[src/rtl/dma_pp_pkg.sv]
package dma_pp_pkg;
  localparam int ST_RUN   = 0;
  localparam int ST_IE    = 1;
  localparam int ST_ERR   = 2;
  localparam int ST_DONEA = 3;
  localparam int ST_STRTA = 4;
  localparam int ST_DONEB = 5;
  localparam int ST_STRTB = 6;
  localparam int ST_BIU   = 7;

  localparam int AT_DIR  = 0;
  localparam int AT_BIG  = 1;
  localparam int AT_WIDE = 3;

  typedef enum logic [2:0] {
    RG_ATTR = 3'd0,
    RG_SET  = 3'd1,
    RG_CLR  = 3'd2,
    RG_STAT = 3'd3,
    RG_ADRA = 3'd4,
    RG_CNTA = 3'd5,
    RG_ADRB = 3'd6,
    RG_CNTB = 3'd7
  } reg_idx_e;
endpackage

[src/rtl/dma_pp_slot.sv]
module dma_pp_slot #(
  parameter int AW     = 32,
  parameter int CW     = 13,
  parameter int STEP_W = 2
) (
  input  logic              clk,
  input  logic              rst_n,
  input  logic              ld_addr,
  input  logic              ld_cnt,
  input  logic [AW-1:0]     wdata,
  input  logic              adv,
  input  logic [STEP_W-1:0] step,
  output logic [AW-1:0]     addr,
  output logic [CW-1:0]     cnt,
  output logic              last,
  output logic              empty,
  output logic              misal
);
  logic [AW-1:0] addr_q, addr_d;
  logic [CW-1:0] cnt_q, cnt_d;
  logic          en;

  always_comb begin
    addr_d = addr_q;
    cnt_d  = cnt_q;
    if (ld_addr)  addr_d = wdata;
    else if (adv) addr_d = addr_q + AW'(step);
    if (ld_cnt)   cnt_d = wdata[CW-1:0];
    else if (adv) cnt_d = (cnt_q > CW'(step)) ? cnt_q - CW'(step) : '0;
    en = ld_addr | ld_cnt | adv;
  end

  always_ff @(posedge clk or negedge rst_n) begin
    if (!rst_n) begin
      addr_q <= '0;
      cnt_q  <= '0;
    end else if (en) begin
      addr_q <= addr_d;
      cnt_q  <= cnt_d;
    end
  end

  assign addr  = addr_q;
  assign cnt   = cnt_q;
  assign last  = (cnt_q <= CW'(step));
  assign empty = (cnt_q == '0);
  assign misal = (addr_q[1:0] != 2'b00);
endmodule

[src/rtl/dma_pp_ctrl.sv]
module dma_pp_ctrl
  import dma_pp_pkg::*;
(
  input  logic       clk,
  input  logic       rst_n,
  input  logic       set_wr,
  input  logic       clr_wr,
  input  logic [6:0] wbits,
  input  logic       dev_req,
  input  logic       last_a,
  input  logic       last_b,
  input  logic       empty_a,
  input  logic       empty_b,
  input  logic       misal_a,
  input  logic       misal_b,
  output logic [7:0] status,
  output logic       beat,
  output logic       irq
);
  logic [7:0] st_q, st_d;
  logic       act_start, oth_start, act_last, st_en;

  assign act_start = st_q[ST_BIU] ? st_q[ST_STRTB] : st_q[ST_STRTA];
  assign oth_start = st_q[ST_BIU] ? st_q[ST_STRTA] : st_q[ST_STRTB];
  assign act_last  = st_q[ST_BIU] ? last_b : last_a;
  assign beat      = dev_req & st_q[ST_RUN] & act_start;

  always_comb begin
    st_d = st_q;
    if (clr_wr) st_d[6:0] = st_q[6:0] & ~wbits;
    if (beat && act_last) begin
      if (st_q[ST_BIU]) begin
        st_d[ST_STRTB] = 1'b0;
        st_d[ST_DONEB] = 1'b1;
      end else begin
        st_d[ST_STRTA] = 1'b0;
        st_d[ST_DONEA] = 1'b1;
      end
      if (oth_start) st_d[ST_BIU] = ~st_q[ST_BIU];
    end else if (!act_start && oth_start) begin
      st_d[ST_BIU] = ~st_q[ST_BIU];
    end
    if (set_wr) begin
      if (wbits[ST_RUN]) st_d[ST_RUN] = 1'b1;
      if (wbits[ST_IE])  st_d[ST_IE]  = 1'b1;
      if (wbits[ST_STRTA]) begin
        if (misal_a)      st_d[ST_ERR]   = 1'b1;
        else if (empty_a) st_d[ST_DONEA] = 1'b1;
        else              st_d[ST_STRTA] = 1'b1;
      end
      if (wbits[ST_STRTB]) begin
        if (misal_b)      st_d[ST_ERR]   = 1'b1;
        else if (empty_b) st_d[ST_DONEB] = 1'b1;
        else              st_d[ST_STRTB] = 1'b1;
      end
    end
    st_en = (st_d != st_q);
  end

  always_ff @(posedge clk or negedge rst_n) begin
    if (!rst_n)     st_q <= '0;
    else if (st_en) st_q <= st_d;
  end

  assign status = st_q;
  assign irq    = st_q[ST_IE] & (st_q[ST_ERR] | st_q[ST_DONEA] | st_q[ST_DONEB]);
endmodule

[src/rtl/dma_pp_data.sv]
module dma_pp_data #(
  parameter int DW = 16
) (
  input  logic          dir_in,
  input  logic          big,
  input  logic          wide,
  input  logic [DW-1:0] dev_rdata,
  input  logic [DW-1:0] mem_rdata,
  output logic [DW-1:0] mem_wdata,
  output logic [DW-1:0] dev_wdata
);
  localparam int NB = DW / 8;

  logic [DW-1:0] dev_sw, mem_sw;

  generate
    for (genvar i = 0; i < NB; i++) begin : g_swap
      assign dev_sw[8*i +: 8] = dev_rdata[8*(NB-1-i) +: 8];
      assign mem_sw[8*i +: 8] = mem_rdata[8*(NB-1-i) +: 8];
    end
  endgenerate

  always_comb begin
    if (!wide) begin
      mem_wdata = {{(DW-8){1'b0}}, dev_rdata[7:0]};
      dev_wdata = {{(DW-8){1'b0}}, mem_rdata[7:0]};
    end else if (big) begin
      mem_wdata = dev_sw;
      dev_wdata = mem_sw;
    end else begin
      mem_wdata = dev_rdata;
      dev_wdata = mem_rdata;
    end
    if (dir_in) dev_wdata = '0;
  end
endmodule

[src/rtl/dma_pp_channel.sv]
module dma_pp_channel
  import dma_pp_pkg::*;
#(
  parameter int AW     = 32,
  parameter int CW     = 13,
  parameter int DW     = 16,
  parameter int REG_AW = 5
) (
  input  logic              clk,
  input  logic              rst_n,
  input  logic              reg_wr,
  input  logic [REG_AW-1:0] reg_addr,
  input  logic [31:0]       reg_wdata,
  output logic [31:0]       reg_rdata,
  output logic              irq,
  input  logic              dev_req,
  output logic              dev_ack,
  output logic [3:0]        dev_port,
  input  logic [DW-1:0]     dev_rdata,
  output logic [DW-1:0]     dev_wdata,
  output logic              mem_en,
  output logic              mem_we,
  output logic              mem_wide,
  output logic [AW-1:0]     mem_addr,
  output logic [DW-1:0]     mem_wdata,
  input  logic [DW-1:0]     mem_rdata
);
  localparam int STEP_W = $clog2(DW / 8) + 1;

  logic [1:0]        rst_sync;
  logic              rst_int_n;
  logic [2:0]        idx;
  logic              wr_ok;
  logic [31:0]       attr_q;
  logic [7:0]        status;
  logic              beat;
  logic [STEP_W-1:0] step;
  logic [AW-1:0]     s_addr [2];
  logic [CW-1:0]     s_cnt  [2];
  logic [1:0]        s_last, s_empty, s_misal;
  logic              biu;

  always_ff @(posedge clk or negedge rst_n) begin
    if (!rst_n) rst_sync <= 2'b00;
    else        rst_sync <= {rst_sync[0], 1'b1};
  end
  assign rst_int_n = rst_sync[1];

  assign idx   = reg_addr[4:2];
  assign wr_ok = reg_wr & (reg_addr[1:0] == 2'b00);
  assign step  = attr_q[AT_WIDE] ? STEP_W'(DW / 8) : STEP_W'(1);
  assign biu   = status[ST_BIU];

  always_ff @(posedge clk or negedge rst_int_n) begin
    if (!rst_int_n)                         attr_q <= '0;
    else if (wr_ok && idx == 3'(RG_ATTR))   attr_q <= reg_wdata;
  end

  generate
    for (genvar g = 0; g < 2; g++) begin : g_slot
      dma_pp_slot #(.AW(AW), .CW(CW), .STEP_W(STEP_W)) slot_i (
        .clk     (clk),
        .rst_n   (rst_int_n),
        .ld_addr (wr_ok && idx == (g == 0 ? 3'(RG_ADRA) : 3'(RG_ADRB))),
        .ld_cnt  (wr_ok && idx == (g == 0 ? 3'(RG_CNTA) : 3'(RG_CNTB))),
        .wdata   (reg_wdata[AW-1:0]),
        .adv     (beat && (biu == (g != 0))),
        .step    (step),
        .addr    (s_addr[g]),
        .cnt     (s_cnt[g]),
        .last    (s_last[g]),
        .empty   (s_empty[g]),
        .misal   (s_misal[g])
      );
    end
  endgenerate

  dma_pp_ctrl ctrl_i (
    .clk     (clk),
    .rst_n   (rst_int_n),
    .set_wr  (wr_ok && idx == 3'(RG_SET)),
    .clr_wr  (wr_ok && idx == 3'(RG_CLR)),
    .wbits   (reg_wdata[6:0]),
    .dev_req (dev_req),
    .last_a  (s_last[0]),
    .last_b  (s_last[1]),
    .empty_a (s_empty[0]),
    .empty_b (s_empty[1]),
    .misal_a (s_misal[0]),
    .misal_b (s_misal[1]),
    .status  (status),
    .beat    (beat),
    .irq     (irq)
  );

  dma_pp_data #(.DW(DW)) data_i (
    .dir_in    (attr_q[AT_DIR]),
    .big       (attr_q[AT_BIG]),
    .wide      (attr_q[AT_WIDE]),
    .dev_rdata (dev_rdata),
    .mem_rdata (mem_rdata),
    .mem_wdata (mem_wdata),
    .dev_wdata (dev_wdata)
  );

  assign dev_ack  = beat;
  assign mem_en   = beat;
  assign mem_we   = beat & attr_q[AT_DIR];
  assign mem_wide = attr_q[AT_WIDE];
  assign mem_addr = biu ? s_addr[1] : s_addr[0];
  assign dev_port = attr_q[7:4];

  always_comb begin
    case (idx)
      3'(RG_ATTR): reg_rdata = attr_q;
      3'(RG_STAT): reg_rdata = {24'h0, status};
      3'(RG_ADRA): reg_rdata = 32'(s_addr[0]);
      3'(RG_CNTA): reg_rdata = 32'(s_cnt[0]);
      3'(RG_ADRB): reg_rdata = 32'(s_addr[1]);
      3'(RG_CNTB): reg_rdata = 32'(s_cnt[1]);
      default:     reg_rdata = '0;
    endcase
  end
endmodule

[config.mk]
export PLATFORM = sky130hd
export DESIGN_NAME = dma_pp_channel
export DESIGN_NICKNAME = d
export VERILOG_FILES = /design/src/rtl/dma_pp_pkg.sv /design/src/rtl/dma_pp_slot.sv /design/src/rtl/dma_pp_ctrl.sv /design/src/rtl/dma_pp_data.sv /design/src/rtl/dma_pp_channel.sv
export SDC_FILE = /design/constraint.sdc
export NUM_CORES = 1
export LEC_CHECK = 0
export ABC_AREA = 1
export BUFFER_PORTS_ARGS = -buffer_cell sky130_fd_sc_hd__clkbuf_2
export CORE_MARGIN = 2
export CORE_UTILIZATION = 25
export DETAILED_ROUTE_END_ITERATION = 10
export HOLD_SLACK_MARGIN = 0.02
export PLACE_DENSITY_LB_ADDON = 0.12
export SLEW_MARGIN = 0
export SYNTH_ARGS = -nofsm -noshare
export SYNTH_HDL_FRONTEND = slang
export SYNTH_SLANG_ARGS = --single-unit
[constraint.sdc]
create_clock -name clk -period 4.4 [get_ports clk]
set_input_delay 0.44 -clock clk [delete_from_list [all_inputs] [get_ports clk]]
set_output_delay 0.44 -clock clk [all_outputs]
set_load 0.1 [all_outputs]
==> results of run 1 <==
-- worst max path at each step --
stage | start | end | slack (ns) | cells after the start
3_5_place_dp | attr_q[3]$_DFFE_PN0P_ | g_slot[0].slot_i.addr[30]$_DFFE_PN0P_ | 1.33 | 14
3_3_place_gp | attr_q[3]$_DFFE_PN0P_ | g_slot[0].slot_i.addr[30]$_DFFE_PN0P_ | 1.35 | 14
4_1_cts | attr_q[1]$_DFFE_PN0P_ | dev_wdata[2] | 1.20 | 5
5_1_grt | attr_q[1]$_DFFE_PN0P_ | dev_wdata[7] | 1.03 | 5
2_1_floorplan | attr_q[3]$_DFFE_PN0P_ | mem_wdata[0] | 0.41 | 3
6_report | attr_q[1]$_DFFE_PN0P_ | dev_wdata[2] | 1.27 | 5
-- report_power, final --
group	leakage, uW	switching [uW]	total [uW]	internal, uW
Combinational	0.00386	3730	4650	925
Clock	0.000282	621	1550	925
Sequential	0.00162	600	2200	1600
-- what timing repair did --
item / in CTS / in global routing
hold buffers: 1 / 0
hold endpoints to repair: 2 / 0
buffers inserted: 0 / 0
-- area by class of cell --
| class | instances | share of cell area [%] |
|---|---|---|
| clock buffer | 21 | 3.95 |
| clock inverter | 11 | 1.29 |
| inverter | 197 | 6.35 |
| multi-input combinational | 1103 | 46.2 |
| sequential | 132 | 28.4 |
| tap | 511 | 5.49 |
| timing repair buffer | 187 | 8.38 |
-- worst max-delay path: cells and delay by family (launching register included) --
family	cells	cell delay, ns
and+or+nand+nor	3	0.87
buffers and inverters	2	0.84
DFF	1	0.54
-- cells by family (layout without fill, tap and decap cells) --
group                      Yosys count  after routing  synth area share (%)
and+or+nand+nor                    776            776                  32.7
AOI/OAI and AO/OA                  270            270                  17.0
buffers and inverters              248            416                  10.1
DFF                                132            132                  34.2
xor gates and xnor gates            43             43                  3.90
adders and majority gates           12             12                  1.87
other                                1              1                0.0389
muxes                                1              1                 0.117
-- Yosys cell counts, drive strengths merged, types with 22 or more instances --
library cell  instances
a21oi                25
buf                  22
clkbuf               29
dfrtp               132
inv                 195
nand2               470
nand3                86
nor2                180
o21ai               120
o221ai               28
o22ai                52
xor2                 39
-- layer usage --
metal | track usage, % | vias up
li1 | - | 5125
met1 | 29.9 | 5112
met2 | 34.2 | 367
met3 | 3.88 | 50
met4 | 6.14 | 0
met5 | 0 | -
-- stage by stage --
stage	hold slack (ns)	cell area [um^2]	power [uW]
4_1_cts	0.223	11700	8410
2_1_floorplan	0.144	9650	5710
3_3_place_gp	0.228	11000	6860
5_1_grt	0.257	11700	8830
6_report	0.243	11700	8390
3_5_place_dp	0.229	11000	6840
-- flip-flops by register name (all words and copies together), names as in the netlist --
signal / flops
ctrl_i.status: 8
g_slot.slot_i.cnt: 26
attr_q: 32
g_slot.slot_i.addr: 64
rst_sync: 2
==> results_dict.tcl, run 1 <==
set metrics [dict create \
    place_congestion 0.892 \
    grt_max_degree 69 \
    row_count 71 \
    numCtsBuffers 17 \
    synth.avg_cell_area_um2 6.51 \
    diodes 0 \
    worst-r2r-setup-slack_ns 1.28 \
    pre_cts_slack_ns 1.33 \
    r2r_start "attr_q[3]$_DFFE_PN0P_" \
    ys_seq_area_share_pct 34.2 \
    worstPathRequired_ns 3.96 \
    final_cell_count_no_fill 2162 \
    drive_gt1_share_pct 14.6 \
    rsz0062_at_grt "no" \
    finClkSkew_ns 0.00979 \
    ys_seq_elements 132 \
    topRoutingLayerUsed "met4" \
    fin_nets 1723 \
    synth_area_leader_cell "dfrtp_1" \
    io_pins 178 \
    num_vias 10654 \
    synth_area_leaders "dfrtp_1, nand2_1, inv_1" \
    via_per_inst 4.93 \
    cts_tree "built" \
    cts.sinks 132 \
    ant_nets 0 \
    register_area_mm2 0.00331 \
    cpMostUsedCell "nor2_1" \
    period_share_pct 71.0 \
    antenna_found_initial 1 \
    cp_cell_sequence "nand2_1 > clkinv_1 > nor2_1 > nor2_1 > clkbuf_2" \
    grt_overflow_total 0 \
    cts_resized 0 \
    critical_path_arrival_ns 2.69 \
    synth-edff-count 0 \
    timing.fmax_mhz 320 \
    path_clk_slew_ns 0.06 \
    drc 0 \
    min-delay-start "reg_wdata[7]" \
    cp-end-kind "output pin" \
    r2r_cells 14 \
    synth_ff_type "dfrtp_1" \
    wl_met3_um 2640 \
    die_area_mm2 0.0402 \
    grt_pass1_wl_um 65700 \
    wl_met1_um 20500 \
    place_inst 2129 \
    dr.pass1.iters 5 \
    clockBufferDepth 2 \
    synth_cell_types 39 \
    crit_slowest_cell "nand2_1" \
    syn_nets 1568 \
    peakVddDrop_mv 0.600 \
    finalCriticalPeriod_ns 3.13 \
    fill_cells 4279 \
    wl_um 43600 \
    holdPathStages 3 \
    cap_violations 0 \
    r2r-end "g_slot[0].slot_i.addr[30]$_DFFE_PN0P_" \
    fin_setup_tns_ns 0 \
    max_slew_margin_pct 26.0 \
    grt_pass1_vias 10364 \
    synthCells 1483 \
    areaGrowthSynthToFinish_pct 20.8 \
    grt_usage_pct 21.5 \
    portBuffers 177 \
    power.leakage_uw 0.00576 \
    final_common_cell "nand2_1" \
    avgRoutedWirePerCell_um 20.2 \
    clockRootBuffer "clkbuf_16" \
    synth_top_cell_area_share_pct 34.2 \
    drtIter0Drc 1062 \
    postLayoutSetupSlackWorst_ns 1.27 \
    die_h_um 200 \
    start_util_pct 25.5 \
    core_mm2 0.0378 \
    worst_pin_slew_ns 1.10 \
    hold_violations 0 \
    layout_common_cells "nand2_1, inv_1, clkbuf_2" \
    route.met2.wl_um 19600 \
    p_per_area_mw_per_mm2 720 \
    dp_hpwl_um 33600 \
    cp_slowest_stage_delay_ns 0.59 \
    start_kind "register" \
    status "completed" \
    fp.dieW_um 200 \
    multi_input_area_mm2 0.00538 \
    holdPathEnd "g_slot[1].slot_i.cnt[7]$_DFFE_PN0P_" \
    slew_violations 0 \
    yosys_warnings 0 \
    final_core_utilization_pct 30.8 \
    clk_latency_ns 0.44 \
    setup_viol 0 \
    critPathKind "register to output pin" \
    htreeDepth 4 \
    netlist_area_mm2 0.00965 \
    hold_class "input port to register" \
    cp_max_fo 23 \
    async_flop_share_pct 100 \
]
(Power assumes the default switching activity.)
==> run 2, diff against run 1 <==
- clock period: 4.4 -> 3.1 ns (I/O delays scaled with it)
==> results_dict.tcl, run 2 (same netlist as run 1, synthesis figures left out) <==
set metrics [dict create \
    max_slew_margin_pct 51.0 \
    setup_viol 0 \
    layout_common_cells "nand2_1, inv_1, clkbuf_2" \
    hold_class "input port to register" \
    start_util_pct 25.5 \
    cp_cell_sequence "inv_1 > o21ai_0 > nor2_2 > clkbuf_2" \
    cts.sinks 132 \
    grt_pass1_vias 10374 \
    p_per_area_mw_per_mm2 1030 \
    clk_latency_ns 0.44 \
    drtIter0Drc 912 \
    worst-r2r-setup-slack_ns 0.50 \
    numCtsBuffers 17 \
    final_common_cell "nand2_1" \
    clockBufferDepth 2 \
    avgRoutedWirePerCell_um 20.3 \
    areaGrowthSynthToFinish_pct 23.2 \
    status "completed" \
    hold_violations 0 \
    row_count 71 \
    dp_hpwl_um 34300 \
    endpoint "dev_wdata[12]" \
    num_vias 10768 \
    postCtsSetupRepairBufs 0 \
    fin_nets 1737 \
    worstPathRequired_ns 2.79 \
    core_mm2 0.0378 \
    drc 0 \
    cp_num_buf_inv 2 \
    cp_slowest_stage_delay_ns 0.61 \
    rsz0062_at_grt "no" \
    cp_top_family "buffers and inverters" \
    antenna_found_initial 2 \
    clockRootBuffer "clkbuf_16" \
    power_uw 12200 \
    diodes 0 \
    r2r_start "attr_q[3]$_DFFE_PN0P_" \
    cap_violations 0 \
    crit_slowest_cell "inv_1" \
    cts_tree "built" \
    slew_violations 0 \
    start_kind "register" \
    peakVddDrop_mv 1.01 \
    largest_reg_flops 64 \
    r2r-end "g_slot[1].slot_i.addr[18]$_DFFE_PN0P_" \
    period_share_pct 89.0 \
    power.leakage_uw 0.00588 \
    finClkSkew_ns 0.0138 \
    cp-end-kind "output pin" \
    postLayoutSetupSlackWorst_ns 0.341 \
    cts_resized 0 \
    die_area_mm2 0.0402 \
    die_h_um 200 \
    dr.pass1.iters 5 \
    critPathKind "register to output pin" \
    pre_cts_slack_ns 0.510 \
    drive_gt1_share_pct 15.9 \
    grt_overflow_total 0 \
    via_per_inst 4.95 \
    finalCriticalPeriod_ns 2.76 \
    path_clk_slew_ns 0.07 \
    htreeDepth 4 \
    grt_pass1_wl_um 66000 \
    timing.fmax_mhz 362 \
    portBuffers 177 \
    crit_start "attr_q[1]$_DFFE_PN0P_" \
    crit_cells 4 \
    critical_path_arrival_ns 2.45 \
    r2r_cells 13 \
    grt_usage_pct 21.7 \
    io_pins 178 \
    fp.dieW_um 200 \
    postCtsHoldBufs 1 \
    wl_um 44200 \
    ant_nets 0 \
    worst_pin_slew_ns 0.734 \
    cp_max_fo 23 \
    place_congestion 0.852 \
    grt_max_degree 69 \
]
[run 2: cell count changes in the layout (fill, tap and decap cells not counted), sizes merged]
| cell | previous run | this run |
|---|---|---|
| buf | 9 | 26 |
| inv | 197 | 195 |
| clkbuf | 198 | 194 |
| bufinv | 3 | 6 |
| clkinvlp | 5 | 2 |
| clkinv | 3 | 6 |
[run 2: final cells by class]
class,count,area (um^2)
Fill cell,4249,26000
Clock inverter,12,226
Timing Repair Buffer,201,1110
Tap cell,511,639
Clock buffer,20,457
Multi-Input combinational cell,1103,5400
Inverter,197,739
Sequential cell,132,3310
[run 2: metal layers]
metal  global-route usage, %  routed length (um)
met5                       0                   0
met4                    6.14                 950
met3                    3.05                2410
met2                    35.2               20400
met1                    30.2               20400
[run 2: through the flow]
| step | cells | TNS, ns | hold WS, ns | util [%] | area, um^2 |
|---|---|---|---|---|---|
| global route | 2176 | 0 | 0.124 | 31.4 | 11900 |
| CTS | 2176 | 0 | 0.105 | 31.4 | 11900 |
| detailed placement | 2143 | 0 | 0.0983 | 29.6 | 11200 |
| global placement | 2143 | 0 | 0.0972 | 29.6 | 11200 |
| floorplan | 1483 | -2.59 | 0.0144 | - | 9670 |
| finish | 2176 | 0 | 0.114 | 31.4 | 11900 |
[run 2: power by group]
group          total (uW)  internal, uW  leakage, uW  switching [uW]
Combinational        6690          1350      0.00394            5340
Clock                2440          1560     0.000326             885
Sequential           3080          2270      0.00162             808
[run 2: worst min-delay path by stage]
stage | from | endpoint | slack, ns | depth (start not counted)
detailed placement | rst_n | rst_sync[0]$_DFF_PN0_ | 0.1 | 1
floorplan | rst_n | rst_sync[0]$_DFF_PN0_ | 0.01 | 0
global placement | rst_n | rst_sync[0]$_DFF_PN0_ | 0.1 | 1
finish | reg_wdata[7] | g_slot[1].slot_i.cnt[7]$_DFFE_PN0P_ | 0.11 | 3
CTS | reg_wdata[7] | g_slot[1].slot_i.cnt[7]$_DFFE_PN0P_ | 0.11 | 3
global route | reg_wdata[7] | g_slot[1].slot_i.cnt[7]$_DFFE_PN0P_ | 0.12 | 3
[run 2: worst min-delay path, stage by stage]
cell,delay [ns]
clkbuf_2,0.09
nand2_1,0.05
nand3_1,0.07
